## config.mk

```make
export PLATFORM = sky130hd
export DESIGN_NAME = bus_arbiter_top
export DESIGN_NICKNAME = d
export VERILOG_FILES = /design/src/rtl/arb_pkg.sv /design/src/rtl/arb_cfg_regs.sv /design/src/rtl/arb_addr_sel.sv /design/src/rtl/arb_data_q.sv /design/src/rtl/bus_arbiter_top.sv
export SDC_FILE = /design/constraint.sdc
export NUM_CORES = 1
export LEC_CHECK = 0
export ABC_AREA = 1
export BUFFER_PORTS_ARGS = -buffer_cell sky130_fd_sc_hd__buf_2
export CORE_MARGIN = 4
export CORE_UTILIZATION = 59
export DETAILED_ROUTE_END_ITERATION = 8
export PLACE_DENSITY_LB_ADDON = 0.08
export SKIP_CTS_REPAIR_TIMING = 1
export SYNTH_ARGS = -nofsm -noshare
export SYNTH_HDL_FRONTEND = slang
export SYNTH_SLANG_ARGS = --single-unit
export TNS_END_PERCENT = 1
```

## constraint.sdc

```tcl
create_clock -name clk -period 2.8 [get_ports clk]
set_input_delay 0.28 -clock clk [delete_from_list [all_inputs] [get_ports clk]]
set_output_delay 0.28 -clock clk [all_outputs]
set_load 0.02 [all_outputs]
```

## src/rtl/arb_pkg.sv

```systemverilog
package arb_pkg;
  localparam int IDXW = 4;
  typedef logic [IDXW-1:0] midx_t;
  typedef enum logic [1:0] {ST_FREE, ST_HELD, ST_ADDR} ast_t;

  // an index can be granted only if it names a real master
  function automatic logic idx_legal(midx_t i, int nmst);
    return (int'(i) < nmst) && !((i >= midx_t'(3)) && (i <= midx_t'(5)));
  endfunction

  // reset ordering: the valid indexes in ascending order, then unused slots
  function automatic midx_t slot_reset(int k);
    if (k < 3) return midx_t'(k);
    else if (k < 7) return midx_t'(k + 3);
    else return '1;
  endfunction
endpackage

```

## src/rtl/arb_cfg_regs.sv

```systemverilog
module arb_cfg_regs
  import arb_pkg::*;
#(
  parameter int NSLOT = 10,
  parameter int AW    = 4
) (
  input  logic                        clk,
  input  logic                        rst_n,
  input  logic [7:0]                  cfg_word,
  input  logic                        reg_we,
  input  logic [AW-1:0]               reg_addr,
  input  logic [7:0]                  reg_wdata,
  output logic [7:0]                  reg_rdata,
  output logic                        dgd,
  output logic                        earb,
  output midx_t                       park,
  output logic [NSLOT-1:0][IDXW-1:0]  slots
);
  logic [5:0] ctrl_q;
  midx_t      slot_q [NSLOT];

  always_ff @(posedge clk) begin
    if (!rst_n)                            ctrl_q <= cfg_word[5:0];
    else if (reg_we && reg_addr == '0)     ctrl_q <= reg_wdata[5:0];
  end

  for (genvar g = 0; g < NSLOT; g++) begin : g_slot
    always_ff @(posedge clk) begin
      if (!rst_n)                                   slot_q[g] <= slot_reset(g);
      else if (reg_we && reg_addr == AW'(g + 1))    slot_q[g] <= reg_wdata[IDXW-1:0];
    end
    assign slots[g] = slot_q[g];
  end

  always_comb begin
    reg_rdata = '0;
    if (reg_addr == '0) reg_rdata = {2'b00, ctrl_q};
    for (int k = 0; k < NSLOT; k++)
      if (reg_addr == AW'(k + 1)) reg_rdata = {{(8-IDXW){1'b0}}, slot_q[k]};
  end

  assign dgd  = ctrl_q[5];
  assign earb = ctrl_q[4];
  assign park = ctrl_q[3:0];

  assert_rsv_zero_R1: assert property (@(posedge clk) disable iff (!rst_n)
    (reg_addr == '0) |-> (reg_rdata[7:6] == 2'b00));
endmodule

```

## src/rtl/arb_addr_sel.sv

```systemverilog
module arb_addr_sel
  import arb_pkg::*;
#(
  parameter int NMST  = 10,
  parameter int NSLOT = 10
) (
  input  logic                        clk,
  input  logic                        rst_n,
  input  logic [NMST-1:0]             req,
  input  logic                        ts,
  input  logic                        aack,
  input  logic                        earb,
  input  midx_t                       park,
  input  logic [NSLOT-1:0][IDXW-1:0]  slots,
  output logic [NMST-1:0]             abg,
  output logic                        ts_take,
  output midx_t                       gnt_idx
);
  ast_t  st_q;
  logic  gv_q;
  midx_t gi_q;
  logic  [15:0] req_w;
  logic  win_vld, park_vld, arb_now;
  midx_t win_idx;

  assign req_w = {{(16-NMST){1'b0}}, req};

  // scan from the last slot so the lowest-numbered match is kept
  always_comb begin
    win_vld = 1'b0;
    win_idx = '0;
    for (int k = NSLOT - 1; k >= 0; k--) begin
      if (idx_legal(slots[k], NMST) && req_w[slots[k]]) begin
        win_vld = 1'b1;
        win_idx = slots[k];
      end
    end
  end

  assign park_vld = idx_legal(park, NMST);
  assign ts_take  = ts && gv_q && !earb;
  assign arb_now  = (st_q == ST_FREE) || ((st_q == ST_ADDR) && aack);

  always_ff @(posedge clk) begin
    if (!rst_n) begin
      st_q <= ST_FREE;
      gv_q <= 1'b0;
      gi_q <= '0;
    end else if (earb) begin
      st_q <= ST_FREE;
      gv_q <= 1'b0;
    end else if (ts_take) begin
      st_q <= ST_ADDR;
      gv_q <= 1'b0;
    end else if (arb_now) begin
      if (win_vld) begin
        st_q <= ST_HELD;
        gv_q <= 1'b1;
        gi_q <= win_idx;
      end else begin
        st_q <= ST_FREE;
        gv_q <= park_vld;
        gi_q <= park;
      end
    end
  end

  for (genvar g = 0; g < NMST; g++) begin : g_abg
    assign abg[g] = gv_q && (gi_q == midx_t'(g));
  end
  assign gnt_idx = gi_q;

  assert_abg_onehot_R6: assert property (@(posedge clk) disable iff (!rst_n)
    $onehot0(abg));
  assert_grant_legal_R3: assert property (@(posedge clk) disable iff (!rst_n)
    (abg != '0) |-> idx_legal(gi_q, NMST));
  assert_held_stable_R4: assert property (@(posedge clk) disable iff (!rst_n)
    ((st_q == ST_HELD) && !ts && !earb) |=> $stable(abg));
  assert_ext_quiet_R11: assert property (@(posedge clk) disable iff (!rst_n)
    earb |=> (abg == '0));
endmodule

```

## src/rtl/arb_data_q.sv

```systemverilog
module arb_data_q
  import arb_pkg::*;
#(
  parameter int NMST   = 10,
  parameter int QDEPTH = 4,
  localparam int PW    = (QDEPTH > 1) ? $clog2(QDEPTH) : 1,
  localparam int CW    = $clog2(QDEPTH + 1)
) (
  input  logic            clk,
  input  logic            rst_n,
  input  logic            ts_take,
  input  midx_t           gnt_idx,
  input  logic            dgd,
  input  logic            earb,
  input  logic            dtend,
  output logic [NMST-1:0] dbg
);
  midx_t         mem [QDEPTH];
  logic [PW-1:0] rd_q, wr_q;
  logic [CW-1:0] cnt_q;
  logic          busy_q, q_empty, fast_go, pop, push, issue;
  midx_t         issue_idx;

  function automatic logic [PW-1:0] ptr_next(logic [PW-1:0] p);
    return (p == PW'(QDEPTH - 1)) ? '0 : p + 1'b1;
  endfunction

  assign q_empty   = (cnt_q == '0);
  assign fast_go   = ts_take && !dgd && q_empty && !busy_q;
  assign pop       = !q_empty && !busy_q && !earb;
  assign push      = ts_take && !fast_go;
  assign issue     = pop || fast_go;
  assign issue_idx = pop ? mem[rd_q] : gnt_idx;

  always_ff @(posedge clk) begin
    if (push) mem[wr_q] <= gnt_idx;
  end

  always_ff @(posedge clk) begin
    if (!rst_n) begin
      rd_q   <= '0;
      wr_q   <= '0;
      cnt_q  <= '0;
      busy_q <= 1'b0;
    end else begin
      if (pop)  rd_q <= ptr_next(rd_q);
      if (push) wr_q <= ptr_next(wr_q);
      case ({push, pop})
        2'b10:   cnt_q <= cnt_q + 1'b1;
        2'b01:   cnt_q <= cnt_q - 1'b1;
        default: cnt_q <= cnt_q;
      endcase
      if (issue)      busy_q <= 1'b1;
      else if (dtend) busy_q <= 1'b0;
    end
  end

  for (genvar g = 0; g < NMST; g++) begin : g_dbg
    assign dbg[g] = issue && (issue_idx == midx_t'(g));
  end

  assert_dbg_onehot_R9: assert property (@(posedge clk) disable iff (!rst_n)
    $onehot0(dbg));
  assert_one_open_R9: assert property (@(posedge clk) disable iff (!rst_n)
    busy_q |-> (dbg == '0));
  assert_delay_gap_R8: assert property (@(posedge clk) disable iff (!rst_n)
    (dgd && q_empty) |-> (dbg == '0));
  assert_no_overflow_R10: assert property (@(posedge clk) disable iff (!rst_n)
    push |-> (cnt_q < CW'(QDEPTH)));
  assert_ext_nodata_R11: assert property (@(posedge clk) disable iff (!rst_n)
    earb |-> (dbg == '0));
endmodule

```

## src/rtl/bus_arbiter_top.sv

```systemverilog
module bus_arbiter_top
  import arb_pkg::*;
#(
  parameter int  NMST   = 10,
  parameter int  NSLOT  = 10,
  parameter int  QDEPTH = 4,
  localparam int AW     = $clog2(NSLOT + 1)
) (
  input  logic            clk,
  input  logic            rst_n,
  input  logic [7:0]      cfg_word,
  input  logic            reg_we,
  input  logic [AW-1:0]   reg_addr,
  input  logic [7:0]      reg_wdata,
  output logic [7:0]      reg_rdata,
  input  logic [NMST-1:0] req,
  input  logic            ts,
  input  logic            aack,
  input  logic            dtend,
  output logic [NMST-1:0] abg,
  output logic [NMST-1:0] dbg
);
  logic                       dgd, earb, ts_take;
  midx_t                      park, gnt_idx;
  logic [NSLOT-1:0][IDXW-1:0] slots;

  arb_cfg_regs #(.NSLOT(NSLOT), .AW(AW)) u_cfg (
    .clk(clk), .rst_n(rst_n), .cfg_word(cfg_word), .reg_we(reg_we),
    .reg_addr(reg_addr), .reg_wdata(reg_wdata), .reg_rdata(reg_rdata),
    .dgd(dgd), .earb(earb), .park(park), .slots(slots)
  );

  arb_addr_sel #(.NMST(NMST), .NSLOT(NSLOT)) u_addr (
    .clk(clk), .rst_n(rst_n), .req(req), .ts(ts), .aack(aack),
    .earb(earb), .park(park), .slots(slots), .abg(abg),
    .ts_take(ts_take), .gnt_idx(gnt_idx)
  );

  arb_data_q #(.NMST(NMST), .QDEPTH(QDEPTH)) u_data (
    .clk(clk), .rst_n(rst_n), .ts_take(ts_take), .gnt_idx(gnt_idx),
    .dgd(dgd), .earb(earb), .dtend(dtend), .dbg(dbg)
  );

  assert_reset_quiet_R1: assert property (@(posedge clk)
    !rst_n |=> (abg == '0));
endmodule

```

==> results.yml <==
die:
  num_io_pins: 64
  dieArea_mm2: 0.0105
  initial_core_util: 0.605
  core_region_area_mm2: 0.00868
  die_w_um: 102
  die_h_um: 102
  row_count: 34
setup_path:
  crit_start: "u_cfg.ctrl_q[4]"
  path_class: "flop to primary output"
  r2r_cells: 10
  timing.rr.start: "u_data.cnt_q[2]"
  crit_path_end: "dbg[8]"
  cp.arrival_ns: 2.32
  reg2reg_slack_ns: 0.56
  worstPathRequired_ns: 2.52
  worstSetupStartpointType: "flop"
  endpoint_kind: "primary output"
  rr_endpoint: "u_data.cnt_q[2]"
  cp_max_fo: 7
final_layout:
  syn_to_final_growth_pct: 10.4
  num_antenna_cells: 0
  final_cell_area_mm2: 0.00580
  finalNetCount: 831
  final_layout_size_suffix_gt1_frac: 0.135
  final_core_util: 0.668
grt:
  overflow: 0
  grt_pass1_wl_um: 22800
  grt.total_usage: 0.287
  antenna_found_initial: 0
  grt_max_degree: 27
  grt_pass1_vias: 4645
synth:
  synth.avg_cell_area_um2: 7.18
  yosysSeqAreaShare: 0.420
  syn-instance-count: 731
  ys_types: 45
  ys_warn_count: 0
  syn-cell-area_mm2: 0.00525
  ys_seq_elements: 79
sta:
  hold_viol: 0
  worst_pin_slew_ns: 0.797
  setup_tns_ns: 0
  finalMaxSlewViolations: 0
  final.period_utilization: 0.930
  finalCriticalPeriod_ns: 2.60
  slew_headroom: 0.463
  rsz0062_at_grt: "false"
  max_freq_mhz: 384
  skew_ns: 0.0107
  finalSetupViolations: 0
  setup_ws_ns: 0.197
routing:
  drt-total-wl_um: 14400
  wl_per_cell_um: 16.0
  drc: 0
  drt-vias-per-instance: 5.69
  drt_iter0_drc: 345
  first_pass_iters: 5
  vias: 5131
  ant_nets: 0
cts:
  clockBufferDepth: 2
  cts_root_buf: "clkbuf_8"
  cts_buffers: 9
  path_clk_slew_ns: 0.09
  clk_latency_ns: 0.36
  cts.htree.levels: 3
  cts_tree: "built"
  cts_num_sinks: 79
flow_run:
  drv_cap: 0
placement:
  place_hpwl_um: 11100
  dpl_cell_area_mm2: 0.00562
  io_buffer_count: 54
  preCtsSetupSlack_ns: 0.536
  routabilityCongestion: 0.986
power_and_ir_drop:
  ir_drop_v: 0.000355
  cellPowerDensity_mw_per_mm2: 493
  p_leak_uw: 0.00262
hold_path:
  hold_class: "input port to flop"
status:
  status: "finished clean"
through the flow:
| stage | hold slack (ns) | power [uW] | std cells |
|---|---|---|---|
| 2_1_floorplan | 0.429 | 1880 | 732 |
| 3_3_place_gp | 0.444 | 2050 | 885 |
| 3_5_place_dp | 0.469 | 2070 | 885 |
| 4_1_cts | 0.180 | 2850 | 901 |
| 5_1_grt | 0.206 | 3010 | 901 |
| 6_report | 0.181 | 2860 | 901 |
cells in the final DEF, fill, tap and decap left out, drive strengths merged:
cell type  count
nand4          4
fa             1
o211a          1
o221ai         4
buf           59
a211oi         2
nand3         34
o22ai          7
o21a           4
inv          124
clkinv         4
o2111ai        7
a22oi          1
nor3          15
o32ai          2
ha             6
o21bai         2
nor2         120
a21oi         45
o21ai         65
a32o           1
conb           2
a2111oi        3
clkinvlp       1
edfxtp        62
nand2        180
mux2i          1
a31oi          2
o211ai         6
clkbuf         9
nand3b         2
dfxtp         17
flip-flops by register name (all words and copies together), names as in the netlist, named ones only:
signal,cells
u_addr.gnt_idx,4
u_addr.gv_q,1
u_addr.st_q,2
u_cfg.ctrl_q,6
u_cfg.slot_q,40
u_data.busy_q,1
u_data.cnt_q,3
u_data.mem,16
u_data.rd_q,2
u_data.wr_q,2
logic make-up after synthesis:
group	Yosys count	share of synthesized area
and+or+nand+nor	355	0.282
AOI/OAI and AO/OA	152	0.175
buffers and inverters	136	0.102
DFF	79	0.420
adders and majority gates	7	0.0181
muxes	1	0.00191
other	1	0.000714
report_power, final:
part / internal (uW) / switching, uW
Sequential: 1340 / 78.4
Clock: 333 / 464
Combinational: 207 / 437
Total: 1880 / 980
layout make-up:
cell class / instances / area [um2]
clock buffers: 9 / 124
flip-flops and latches: 79 / 2200
inverters: 122 / 459
multi-input cells: 517 / 2510
well taps: 108 / 135
fillers: 787 / 2880
repair buffers: 59 / 308
clock inverters: 7 / 53.8
worst max-delay path, cell delays in order, from the launching register on:
cell and delay (ns):
edfxtp_1 0.48, nor3_2 0.39, inv_1 0.19, o21ai_0 0.26, inv_1 0.12, nor2_1 0.11
inv_1 0.07, nor3_1 0.14, buf_2 0.19
Yosys cell counts:
library cell	instances	area [um2]
edfxtp_1	62	1860
a211oi_1	2	15.0
o21ai_0	49	245
a22oi_1	1	7.51
nand3_1	31	155
mux2i_1	1	10.0
o21ai_2	3	26.3
nand3_4	1	17.5
a21oi_2	5	43.8
nand2_2	2	12.5
nand4_1	2	12.5
nor2_8	1	20.0
o221ai_1	4	35.0
nor3_1	14	70.1
o2111ai_1	7	61.3
nor2_1	118	443
nor2_4	1	11.3
o21a_1	4	30.0
dfxtp_1	17	340
a31oi_1	2	12.5
o21bai_1	2	15.0
inv_1	107	402
o22ai_1	7	43.8
nand3_2	2	20.0
clkinv_1	1	3.75
o211ai_1	6	45.0
o32ai_1	2	17.5
nor3_2	1	10.0
o21ai_1	13	65.1
nand4_2	2	25.0
a21oi_1	39	195
nand2_1	178	668
a21oi_4	1	16.3
ha_1	6	75.1
inv_2	13	48.8
nand3b_1	2	15.0
clkbuf_1	6	22.5
clkinv_2	1	5.00
buf_4	6	45.0
a32o_1	1	10.0
a2111oi_0	3	26.3
buf_2	2	10.0
fa_1	1	20.0
conb_1	1	3.75
o211a_1	1	10.0
how the worst min path moves through the flow:
stage | from | to | slack [ns] | depth (start not counted)
floorplan | u_addr.st_q[1] | u_addr.st_q[1] | 0.43 | 2
global placement | u_addr.st_q[1] | u_addr.st_q[1] | 0.44 | 2
detailed placement | u_data.cnt_q[2] | u_data.cnt_q[2] | 0.47 | 2
CTS | cfg_word[5] | u_cfg.ctrl_q[5] | 0.18 | 3
global route | cfg_word[2] | u_cfg.ctrl_q[2] | 0.21 | 3
finish | dtend | u_data.busy_q | 0.18 | 4
per-layer routing:
metal,up-vias,share of wire,track usage
met5,-,0,0
met4,0,0.032,0.120
met3,35,0.088,0.0410
met2,236,0.46,0.456
met1,2339,0.42,0.395
li1,2521,-,-
(Power assumes the default switching activity.)
